`config.mk`:
```
export PLATFORM = sky130hd
export DESIGN_NAME = fastcmd_deskew
export DESIGN_NICKNAME = d
export VERILOG_FILES = /design/src/rtl/fcd_pkg.sv /design/src/rtl/fcd_ddr_capture.sv /design/src/rtl/fcd_delay_cfg.sv /design/src/rtl/fcd_tap_delay.sv /design/src/rtl/fcd_bx_pipe.sv /design/src/rtl/fastcmd_deskew.sv
export SDC_FILE = /design/constraint.sdc
export NUM_CORES = 1
export LEC_CHECK = 0
export ABC_AREA = 0
export BUFFER_PORTS_ARGS = -buffer_cell sky130_fd_sc_hd__buf_2
export CELL_PAD_IN_SITES_DETAIL_PLACEMENT = 2
export CELL_PAD_IN_SITES_GLOBAL_PLACEMENT = 2
export CORE_UTILIZATION = 48
export CTS_BUF_LIST = sky130_fd_sc_hd__clkbuf_8
export DETAILED_ROUTE_END_ITERATION = 10
export GPL_TIMING_DRIVEN = 0
export PLACE_DENSITY_LB_ADDON = 0.1
export REMOVE_ABC_BUFFERS = 1
export SYNTH_ARGS = -nofsm -noshare
export SYNTH_HDL_FRONTEND = slang
export SYNTH_SLANG_ARGS = --single-unit
```
`constraint.sdc`:
```
create_clock -name clk -period 3 [get_ports clk]
set_clock_uncertainty 0.05 [all_clocks]
set_input_delay 0.3 -clock clk [delete_from_list [all_inputs] [get_ports clk]]
set_output_delay 0.3 -clock clk [all_outputs]
set_load 0.01 [all_outputs]
```
`src/rtl/fcd_pkg.sv`:
```
package fcd_pkg;

    localparam int LANES      = 24;
    localparam int CMD_N      = 12;
    localparam int BX_W       = 12;
    localparam int WORD_W     = CMD_N + BX_W;
    localparam int HALF_W     = WORD_W / 2;
    localparam int DLY_W      = 5;
    localparam int CFG_AW     = $clog2(CMD_N);
    localparam int BX_LAT_DEF = 16;

    typedef struct packed {
        logic [CMD_N-1:0] cmd;
        logic [BX_W-1:0]  bx;
    } fc_word_t;

    typedef enum logic {
        MODE_PACKED = 1'b0,
        MODE_REPEAT = 1'b1
    } lane_mode_e;

    // Packed mode: rising sample is the odd bit, falling sample the even bit.
    function automatic logic [WORD_W-1:0] ddr_merge(
        input logic [LANES-1:0] r,
        input logic [LANES-1:0] f
    );
        logic [WORD_W-1:0] w;
        w = '0;
        for (int k = 0; k < HALF_W; k++) begin
            w[2*k+1] = r[k];
            w[2*k]   = f[k];
        end
        return w;
    endfunction

    // Repeated mode: one word bit per lane, taken from the rising sample.
    function automatic logic [WORD_W-1:0] rep_merge(input logic [LANES-1:0] r);
        return r[WORD_W-1:0];
    endfunction

    function automatic fc_word_t to_word(input logic [WORD_W-1:0] v);
        fc_word_t w;
        w.cmd = v[WORD_W-1 -: CMD_N];
        w.bx  = v[BX_W-1:0];
        return w;
    endfunction

endpackage

```
`src/rtl/fcd_ddr_capture.sv`:
```
module fcd_ddr_capture
    import fcd_pkg::*;
(
    input  logic                 clk,
    input  logic                 rst,
    input  logic [LANES-1:0]     lane_i,
    input  logic                 rep_i,
    output fc_word_t             word_o,
    output logic                 vld_o,
    output logic                 rep_o,
    output logic                 err_o
);

    logic [LANES-1:0] rise_q;
    logic [LANES-1:0] fall_q;
    lane_mode_e       mode_q;
    logic             rise_v;
    logic             mism;
    fc_word_t         word_n;

    // rising half and the mode that belongs to it
    always_ff @(posedge clk) begin
        if (rst) begin
            rise_q <= '0;
            mode_q <= MODE_PACKED;
            rise_v <= 1'b0;
        end else begin
            rise_q <= lane_i;
            mode_q <= lane_mode_e'(rep_i);
            rise_v <= 1'b1;
        end
    end

    // falling half
    always_ff @(negedge clk) begin
        if (rst) begin
            fall_q <= '0;
        end else begin
            fall_q <= lane_i;
        end
    end

    always_comb begin
        mism   = (mode_q == MODE_REPEAT) && (rise_q != fall_q);
        word_n = (mode_q == MODE_REPEAT) ? to_word(rep_merge(rise_q))
                                         : to_word(ddr_merge(rise_q, fall_q));
        if (mism) begin
            word_n.cmd = '0;
        end
    end

    always_ff @(posedge clk) begin
        if (rst) begin
            word_o <= '0;
            vld_o  <= 1'b0;
            rep_o  <= 1'b0;
            err_o  <= 1'b0;
        end else begin
            word_o <= rise_v ? word_n : '0;
            vld_o  <= rise_v;
            rep_o  <= rise_v && (mode_q == MODE_REPEAT);
            err_o  <= err_o | (rise_v & mism);
        end
    end

endmodule

```
`src/rtl/fcd_delay_cfg.sv`:
```
module fcd_delay_cfg #(
    parameter int CMD_N = 12,
    parameter int DLY_W = 5,
    localparam int AW   = $clog2(CMD_N)
) (
    input  logic                        clk,
    input  logic                        rst,
    input  logic                        we_i,
    input  logic [AW-1:0]               addr_i,
    input  logic [DLY_W-1:0]            dly_i,
    output logic [CMD_N-1:0][DLY_W-1:0] dly_o
);

    always_ff @(posedge clk) begin
        if (rst) begin
            dly_o <= '0;
        end else if (we_i && (32'(addr_i) < CMD_N)) begin
            dly_o[addr_i] <= dly_i;
        end
    end

endmodule

```
`src/rtl/fcd_tap_delay.sv`:
```
module fcd_tap_delay #(
    parameter int DLY_W  = 5,
    localparam int DEPTH = (1 << DLY_W) - 1
) (
    input  logic             clk,
    input  logic             rst,
    input  logic             d_i,
    input  logic [DLY_W-1:0] sel_i,
    output logic             q_o
);

    logic [DEPTH:1] sh;
    logic [DEPTH:0] taps;

    always_ff @(posedge clk) begin
        if (rst) begin
            sh <= '0;
        end else begin
            sh <= {sh[DEPTH-1:1], d_i};
        end
    end

    assign taps = {sh, d_i};
    assign q_o  = taps[sel_i];

endmodule

```
`src/rtl/fcd_bx_pipe.sv`:
```
module fcd_bx_pipe #(
    parameter int BX_W = 12,
    parameter int LAT  = 16
) (
    input  logic            clk,
    input  logic            rst,
    input  logic            vld_i,
    input  logic [BX_W-1:0] bx_i,
    output logic            vld_o,
    output logic [BX_W-1:0] bx_o
);

    typedef struct packed {
        logic            vld;
        logic [BX_W-1:0] bx;
    } bx_stage_t;

    bx_stage_t stg [LAT];

    generate
        for (genvar s = 0; s < LAT; s++) begin : g_stage
            if (s == 0) begin : g_head
                always_ff @(posedge clk) begin
                    if (rst) begin
                        stg[0] <= '0;
                    end else begin
                        stg[0].vld <= vld_i;
                        stg[0].bx  <= vld_i ? bx_i : '0;
                    end
                end
            end else begin : g_body
                always_ff @(posedge clk) begin
                    if (rst) begin
                        stg[s] <= '0;
                    end else begin
                        stg[s] <= stg[s-1];
                    end
                end
            end
        end
    endgenerate

    assign vld_o = stg[LAT-1].vld;
    assign bx_o  = stg[LAT-1].bx;

endmodule

```
`src/rtl/fastcmd_deskew.sv`:
```
module fastcmd_deskew
    import fcd_pkg::*;
#(
    parameter int BX_LAT = BX_LAT_DEF
) (
    input  logic              clk,
    input  logic              rst,
    input  logic [LANES-1:0]  lane_i,
    input  logic              repeat_i,
    input  logic              cfg_we_i,
    input  logic [CFG_AW-1:0] cfg_addr_i,
    input  logic [DLY_W-1:0]  cfg_dly_i,
    output logic [CMD_N-1:0]  cmd_o,
    output logic [BX_W-1:0]   bx_o,
    output logic              bx_vld_o,
    output logic              err_o
);

    fc_word_t                   w_word;
    logic                       w_vld;
    logic                       w_rep;
    logic [CMD_N-1:0][DLY_W-1:0] dly_tab;

    fcd_ddr_capture u_cap (
        .clk    (clk),
        .rst    (rst),
        .lane_i (lane_i),
        .rep_i  (repeat_i),
        .word_o (w_word),
        .vld_o  (w_vld),
        .rep_o  (w_rep),
        .err_o  (err_o)
    );

    fcd_delay_cfg #(
        .CMD_N (CMD_N),
        .DLY_W (DLY_W)
    ) u_cfg (
        .clk    (clk),
        .rst    (rst),
        .we_i   (cfg_we_i),
        .addr_i (cfg_addr_i),
        .dly_i  (cfg_dly_i),
        .dly_o  (dly_tab)
    );

    generate
        for (genvar i = 0; i < CMD_N; i++) begin : g_cmd
            fcd_tap_delay #(
                .DLY_W (DLY_W)
            ) u_dly (
                .clk   (clk),
                .rst   (rst),
                .d_i   (w_word.cmd[i] & w_vld),
                .sel_i (dly_tab[i]),
                .q_o   (cmd_o[i])
            );
        end
    endgenerate

    fcd_bx_pipe #(
        .BX_W (BX_W),
        .LAT  (BX_LAT)
    ) u_bx (
        .clk   (clk),
        .rst   (rst),
        .vld_i (w_vld),
        .bx_i  (w_word.bx),
        .vld_o (bx_vld_o),
        .bx_o  (bx_o)
    );

endmodule

```
Yosys cells after proc, flatten, opt, wreduce, memory -nomap -nowiden
Memory sizes are Yosys's and may differ from the RTL's. Index checks and enable logic that the tools add are counted. Widths: inputs -> output; s select.

Bits in registers: 508. Logic and storage cells: 136. Memory bits (writable): 208. Memory bits (read-only): 0. Latch bits: 0. Output and inout port bits: 26. Bits of input ports: 37. Memories kept: 1.

Memories: u_bx.stg (depth 16, bits a word 13, rd ports 16, clocked after Yosys merged registers in 0, wr ports 16, line fcd_bx_pipe.sv:18) `bx_stage_t stg [LAT];`.

Add/subtract/negate cells: 0. Eq/ne operators: 1. Bitwise gates (word level): 32. Div/mod/pow operators: 0. Multipliers: 0. Multiplexer cells: 50. Shift-type cells: 0. Reductions and logical operators: 5. Magnitude comparators: 15.

Operator list (number): $mux 13 (15); $lt 5x6->1 const B (12); $bmux 1 s5 (12); $bwmux 60 (1); $mux 24 (2); $mux 12 (2); $ne 24x24->1 (1); $demux 5 s4 (1); $or 1x1->1 (18); $mux 1 (16); $and 1x1->1 (13); $lt 4x5->1 const B (1); $mux 5 (1); $ge 4x1->1 const B (1); $lt 4x4->1 const B (1); $logic_and 1x1->1 (3); $reduce_or 3->1 (1); $reduce_or 2->1 (1); $not 1->1 (1).

Longest topological paths before layout
Gate-level depths: netlist (run 1).

Depth in word-level cells: 5. Depth in mapped cells: 7. Depth with buffers taken out: 6.

Hierarchy
A second synthesis (run 1) with hierarchy kept.

Cell total of the unflattened synthesis: 2159. Area total of the unflattened synthesis: 25166.6 µm².

Modules (own cells, without submodules): fcd_tap_delay (cells each 106, area each 1151.1 µm², sequential area each 620.6 µm², instances 12); fcd_bx_pipe (cells each 440, area each 6378.6 µm², sequential area each 4164.0 µm², instances 1); fcd_ddr_capture (cells each 212, area each 2446.1 µm², sequential area each 1541.5 µm², instances 1); fcd_delay_cfg (cells each 222, area each 2432.3 µm², sequential area each 1201.2 µm², instances 1); fastcmd_deskew (cells each 13, area each 96.3 µm², sequential area each 0.0 µm², instances 1).

==> flow_summary.yaml, run 1 <==
place:
  globalplace.congestion: 0.735
  place_ws_ps: -949
  dpl_cell_area_um2: 24200
  placed_cells: 2606
  hpwl_um: 31900
  portBuffers: 62
sta:
  setup_violations: 13
  hold_violations: 0
  tightestPinTransition_ps: 1060
  rsz0062_at_grt: "yes"
  relSlewSlack: 0.293
  drv_slew: 0
  hold_slack_ps: 85.3
  fin_ws_ps: -537
finish:
  drive_above_1_share: 0.173
  areaGrowthSynthToFinish_pct: 15.4
  final_cell_area_um2: 27400
  fin_cells: 2889
  fin_util: 0.560
  mostFrequentLayoutCell: "dfxtp_1"
  fin_nets: 2165
  final_cell_mix: "dfxtp_1 (679), nor2b_1 (592), clkbuf_8 (151)"
clock_tree:
  htreeDepth: 3
  clockBufferDepth: 3
  root_buffer: "clkbuf_8"
  cts_buffers: 115
  cts.clk_slew.worst_paths_ps: 100
  insertion_delay_ps: 740
  cts_tree: "built"
  clock-sinks: 716
grt:
  use_met3: 0.0500
  grt_max_degree: 152
  globalRouteOverflowTotal: 0
  use_met1: 0.302
  grt.busiest_layer: "met2"
  track_usage: 0.260
  met2_usage: 0.473
  grt_pass1_wl_um: 100000
  antenna_found_initial: 4
  grt_pass1_vias: 16800
power:
  power.density_nw_per_um2: 699
  ir_drop_mv: 0.588
  p_leak_uw: 0.0110
yosys:
  seq_area_frac_synth: 0.605
  syn-instance-count: 2034
  syn_avg_cell_area_um2: 11.7
  ys_seq_elements: 716
  post_synth_instance_area_um2: 23700
  synth_cell_type_count: 36
  synth_edf_count: 0
  synth_warnings: 0
  synth_flop_cell: "dfxtp_1"
  async_reset_ff_frac: 0
critical_path:
  path_class: "reg2reg"
  crit_arrival_ps: 4120
  cp_max_fo: 5
  cp_slowest_stage_delay_ps: 390
  worstSetupEndpointType: "register"
  cp-start-kind: "register"
  worst-endpoint-required_ps: 3590
  cp_slowest_cell: "nor4_4"
  crit_chain: "xor2_1 > nor4_1 > nand2_1 > nor4_4 > buf_4 > a22o_1"
floorplan:
  core_area_um2: 48800
  rows: 81
  die_height_um: 224
  ios: 63
  dieArea_um2: 50300
  dieWidth_um: 224
  start_util: 0.485
routing:
  drc: 0
  wl_per_cell_um: 23.2
  dr.pass1.iters: 5
  vias: 14700
  drtAntennaViolNets: 0
  wirelength_um: 67100
  via_per_inst: 5.09
  drt_iter0_drc: 692
run:
  drv_cap: 0
hold_path:
  hold_class: "in2reg"
run_status:
  status: "complete, but fails checks"
  violations: "setup timing"
## power breakdown
group | switching [uW] | total [uW] | leakage [uW] | internal [uW]
clock network | 4270 | 8990 | 0.00151 | 4720
logic | 316 | 481 | 0.00373 | 165
registers | 87.4 | 9650 | 0.00580 | 9570
## critical path: cells and delay by family (launching register included)
family | cells | cell delay, ps
buf+inv | 1 | 220
xor+xnor | 1 | 180
simple gates | 3 | 940
compound gates | 1 | 180
flops | 1 | 360
## cell type report
class	count	area [um2]
repair buffers	113	908
inverters	3	11.3
multi-input cells	1155	8700
clock buffers	151	2080
diodes	1	2.50
fillers	4575	21500
well taps	664	831
clock inverters	86	422
flip-flops and latches	716	14400
## cells in the mapped netlist, types with 11 or more instances
master,number,area [um2]
mux2i_1,135,1350
nand2_1,58,218
nor2_1,120,450
nor2b_1,593,3710
dfxtp_1,716,14300
o31ai_1,33,248
and2_1,24,150
xor2_1,24,210
a2111oi_0,11,96.3
mux2_2,18,203
o32a_1,11,110
clkbuf_1,106,398
mux4_2,57,1280
a22o_1,12,105
nor3_1,12,60.1
buf_2,22,110
buf_4,25,188
## metrics by stage
stage	power (uW)	setup TNS [ps]
3_3_place_gp	10300	-4225870
4_1_cts	19100	-2320
3_5_place_dp	10300	-12290
6_report	19100	-6310
5_1_grt	19800	-7140
2_1_floorplan	10000	-3490
## registers in the layout (all words and copies together) (netlist names)
signal and cells:
u_cfg.dly_o 60, u_bx.stg 208, u_cap.rise_v 1, u_cap.word_o 24, u_cap.rise_q 24, u_cap.err_o 1, g_cmd.u_dly.sh 372, u_cap.vld_o 1
u_cap.fall_q 24, u_cap.mode_q 1
## per-layer routing
layer | vias to the layer above | share of wire
li1 | 6829 | -
met1 | 7482 | 0.41
met2 | 264 | 0.53
met3 | 120 | 0.027
met4 | 2 | 0.031
met5 | - | 0.00019
## cells by family (layout without fill, tap and decap cells)
| family | count (synthesis) | in the layout | share of synthesized area |
|---|---|---|---|
| buffers and inverters | 163 | 353 | 0.0320 |
| other | 0 | 1 | 0 |
| xor gates and xnor gates | 24 | 24 | 0.00887 |
| muxes | 219 | 219 | 0.127 |
| DFF | 716 | 716 | 0.605 |
| AOI/OAI and AO/OA | 80 | 80 | 0.0269 |
| and+or+nand+nor | 832 | 832 | 0.200 |
## timing repair
action,4_1_cts,5_1_grt
gates cloned,1,0
buffers inserted,4,11
pin swaps,7,7
gates resized for setup,42,22
setup endpoints to repair,26,23
hold endpoints to repair,85,0
hold buffers,30,0
## path summary, 6_finish.rpt
kind	from	end	slack (ps)	depth (start not counted)
max	u_cap.fall_q[22]	u_cap.word_o[20]	-540	6
min	cfg_addr_i[3]	u_cfg.dly_o[3]	90	4
max reg2reg	u_cap.fall_q[22]	u_cap.word_o[20]	-540	6
min reg2reg	u_cap.word_o[5]	u_bx.stg[0][5]	380	1
(Power assumes the default switching activity.)
==> inputs of run 2 (changes only) <==
- ABC_AREA: 0 -> 1
- CORE_UTILIZATION: 48 -> 42
==> flow_summary.yaml, run 2 <==
routing:
  drtAntennaViolNets: 0
  via_per_inst: 4.92
  dr.pass1.iters: 5
  vias: 19900
  drc: 0
  drt_iter0_drc: 859
  wirelength_um: 78000
  wl_per_cell_um: 19.3
critical_path:
  r2r_start: "u_cap.fall_q[19]"
  worstSetupEndpointType: "register"
  crit_end: "u_cap.word_o[18]"
  critPathLaunch: "u_cap.fall_q[19]"
  r2r_slack_ps: -180
  path_class: "reg2reg"
  r2r_end: "u_cap.word_o[18]"
  crit_arrival_ps: 3770
  cp-start-kind: "register"
  worst-endpoint-required_ps: 3590
  reg2reg_depth: 10
  cp_max_fo: 6
run:
  drv_cap: 0
floorplan:
  dieArea_um2: 59300
  die_height_um: 243
  rows: 88
  dieWidth_um: 243
  ios: 63
  start_util: 0.425
  core_area_um2: 57700
sta:
  setup_violations: 13
  drv_slew: 0
  fin_ws_ps: -180
  tightestPinTransition_ps: 1200
  hold_violations: 0
  relSlewSlack: 0.199
  rsz0062_at_grt: "yes"
grt:
  antenna_found_initial: 3
  grt_pass1_vias: 22500
  grt_max_degree: 130
  track_usage: 0.254
  globalRouteOverflowTotal: 0
  grt_pass1_wl_um: 121000
power:
  power.density_nw_per_um2: 698
  ir_drop_mv: 0.659
  p_leak_uw: 0.0112
  total_power_uw: 19700
finish:
  final_cell_area_um2: 28200
  final_cell_mix: "inv_1 (741), dfxtp_1 (687), nor2_1 (646)"
  drive_above_1_share: 0.105
  fin_nets: 3221
  top_regs: "g_cmd.u_dly.sh (372), u_bx.stg (208), u_cfg.dly_o (60)"
  largest_register_ffs: 372
  top_register: "g_cmd.u_dly.sh"
  mostFrequentLayoutCell: "inv_1"
  areaGrowthSynthToFinish_pct: 15.0
  fin_util: 0.488
clock_tree:
  cts_tree: "built"
  cts_buffers: 116
  root_buffer: "clkbuf_8"
  insertion_delay_ps: 750
  clock-sinks: 716
  htreeDepth: 3
  cts.clk_slew.worst_paths_ps: 70
  clockBufferDepth: 3
yosys:
  post_synth_instance_area_um2: 24500
  synth_warnings: 0
  async_reset_ff_frac: 0
  syn-instance-count: 3089
  synth_cell_type_count: 21
  syn_avg_cell_area_um2: 7.93
  seq_area_frac_synth: 0.585
  yosys-top-cells-area: "dfxtp_1 (59%), inv_1 (10%), nor2_1 (10%), a21oi_1 (5.4%), o21ai_0 (4.7%)"
  ys_top_cells_by_count: "dfxtp_1 (716), inv_1 (684), nor2_1 (657)"
  synth_flop_cell: "dfxtp_1"
  ys_seq_elements: 716
  netlist.area_leader.share: 0.585
  synth_edf_count: 0
  synth.most_common_cell: "dfxtp_1"
  synth_top_area_cell: "dfxtp_1"
place:
  portBuffers: 62
  globalplace.congestion: 0.759
  hpwl_um: 38300
  dpl_cell_area_um2: 25000
run_status:
  violations: "setup timing"
  status: "complete, but fails checks"
hold_path:
  hold_class: "in2reg"
run 2: metrics by stage:
step	TNS [ps]	cells	worst slack [ps]	hold WS (ps)
finish	-1850	4050	-180	61.9
global route	-2560	4050	-236	70.3
CTS	-153	4042	-114	31.2
detailed placement	-69480	3767	-1000	348
global placement	-4378570	3763	-11870	339
floorplan	0	2936	256	321
run 2: critical path: stages (launching register included):
cell and delay [ps]:
dfxtp_1 370, inv_1 80, nand2_1 80, nand2_1 80, nor2_1 120, nand2_1 110
nor2_2 150, nand3_2 130, nand2_4 150, nand2_4 130, nor2_2 170
run 2: power breakdown:
part	switching (uW)	total [uW]	internal, uW
Combinational	480	673	193
Sequential	99.1	9680	9580
Clock	4340	9300	4950
run 2: routing by layer:
metal  up-vias  global-route usage  share of wire
li1       9424                   -              -
met4         0               0.101          0.030
met2       361               0.476           0.53
met5         -                   0              0
met3       169              0.0384          0.032
met1      9960               0.287           0.40
run 2: logic make-up (layout without fill, tap and decap cells):
group	after synthesis	count (layout)	share of synthesized area
other	0	1	0
and+or+nand+nor	971	972	0.157
DFF	716	716	0.585
AOI/OAI and AO/OA	533	533	0.110
xor gates and xnor gates	2	2	0.000715
buffers and inverters	867	1061	0.146
run 2: what timing repair did:
item                       4_1_cts  5_1_grt
pin swaps                        8       11
hold buffers                    29        0
buffers inserted                 3        7
hold endpoints to repair        38        0
resized for setup               39       34
gates cloned                     2        0
setup endpoints to repair       67       22
run 2: area by class of cell:
cell class	instances	area, um2
inverter	713	2710
multi-input combinational	1507	6680
antenna	1	2.50
tap	765	957
clock inverter	93	543
clock buffer	149	2050
fill	6416	29500
timing repair buffer	106	846
sequential	716	14400
run 2: worst min-delay path by stage:
stage	start	end	slack, ps	cells after the start
after floorplan	rst	u_cap.mode_q	320	1
after global placement	u_bx.stg[1][79]	u_bx.stg[1][92]	340	2
after detailed placement	u_bx.stg[0][28]	u_bx.stg[0][41]	350	2
after CTS	rst	g_cmd[8].u_dly.sh[13]	30	3
after global routing	rst	g_cmd[8].u_dly.sh[7]	70	3
final	rst	g_cmd[6].u_dly.sh[8]	60	3
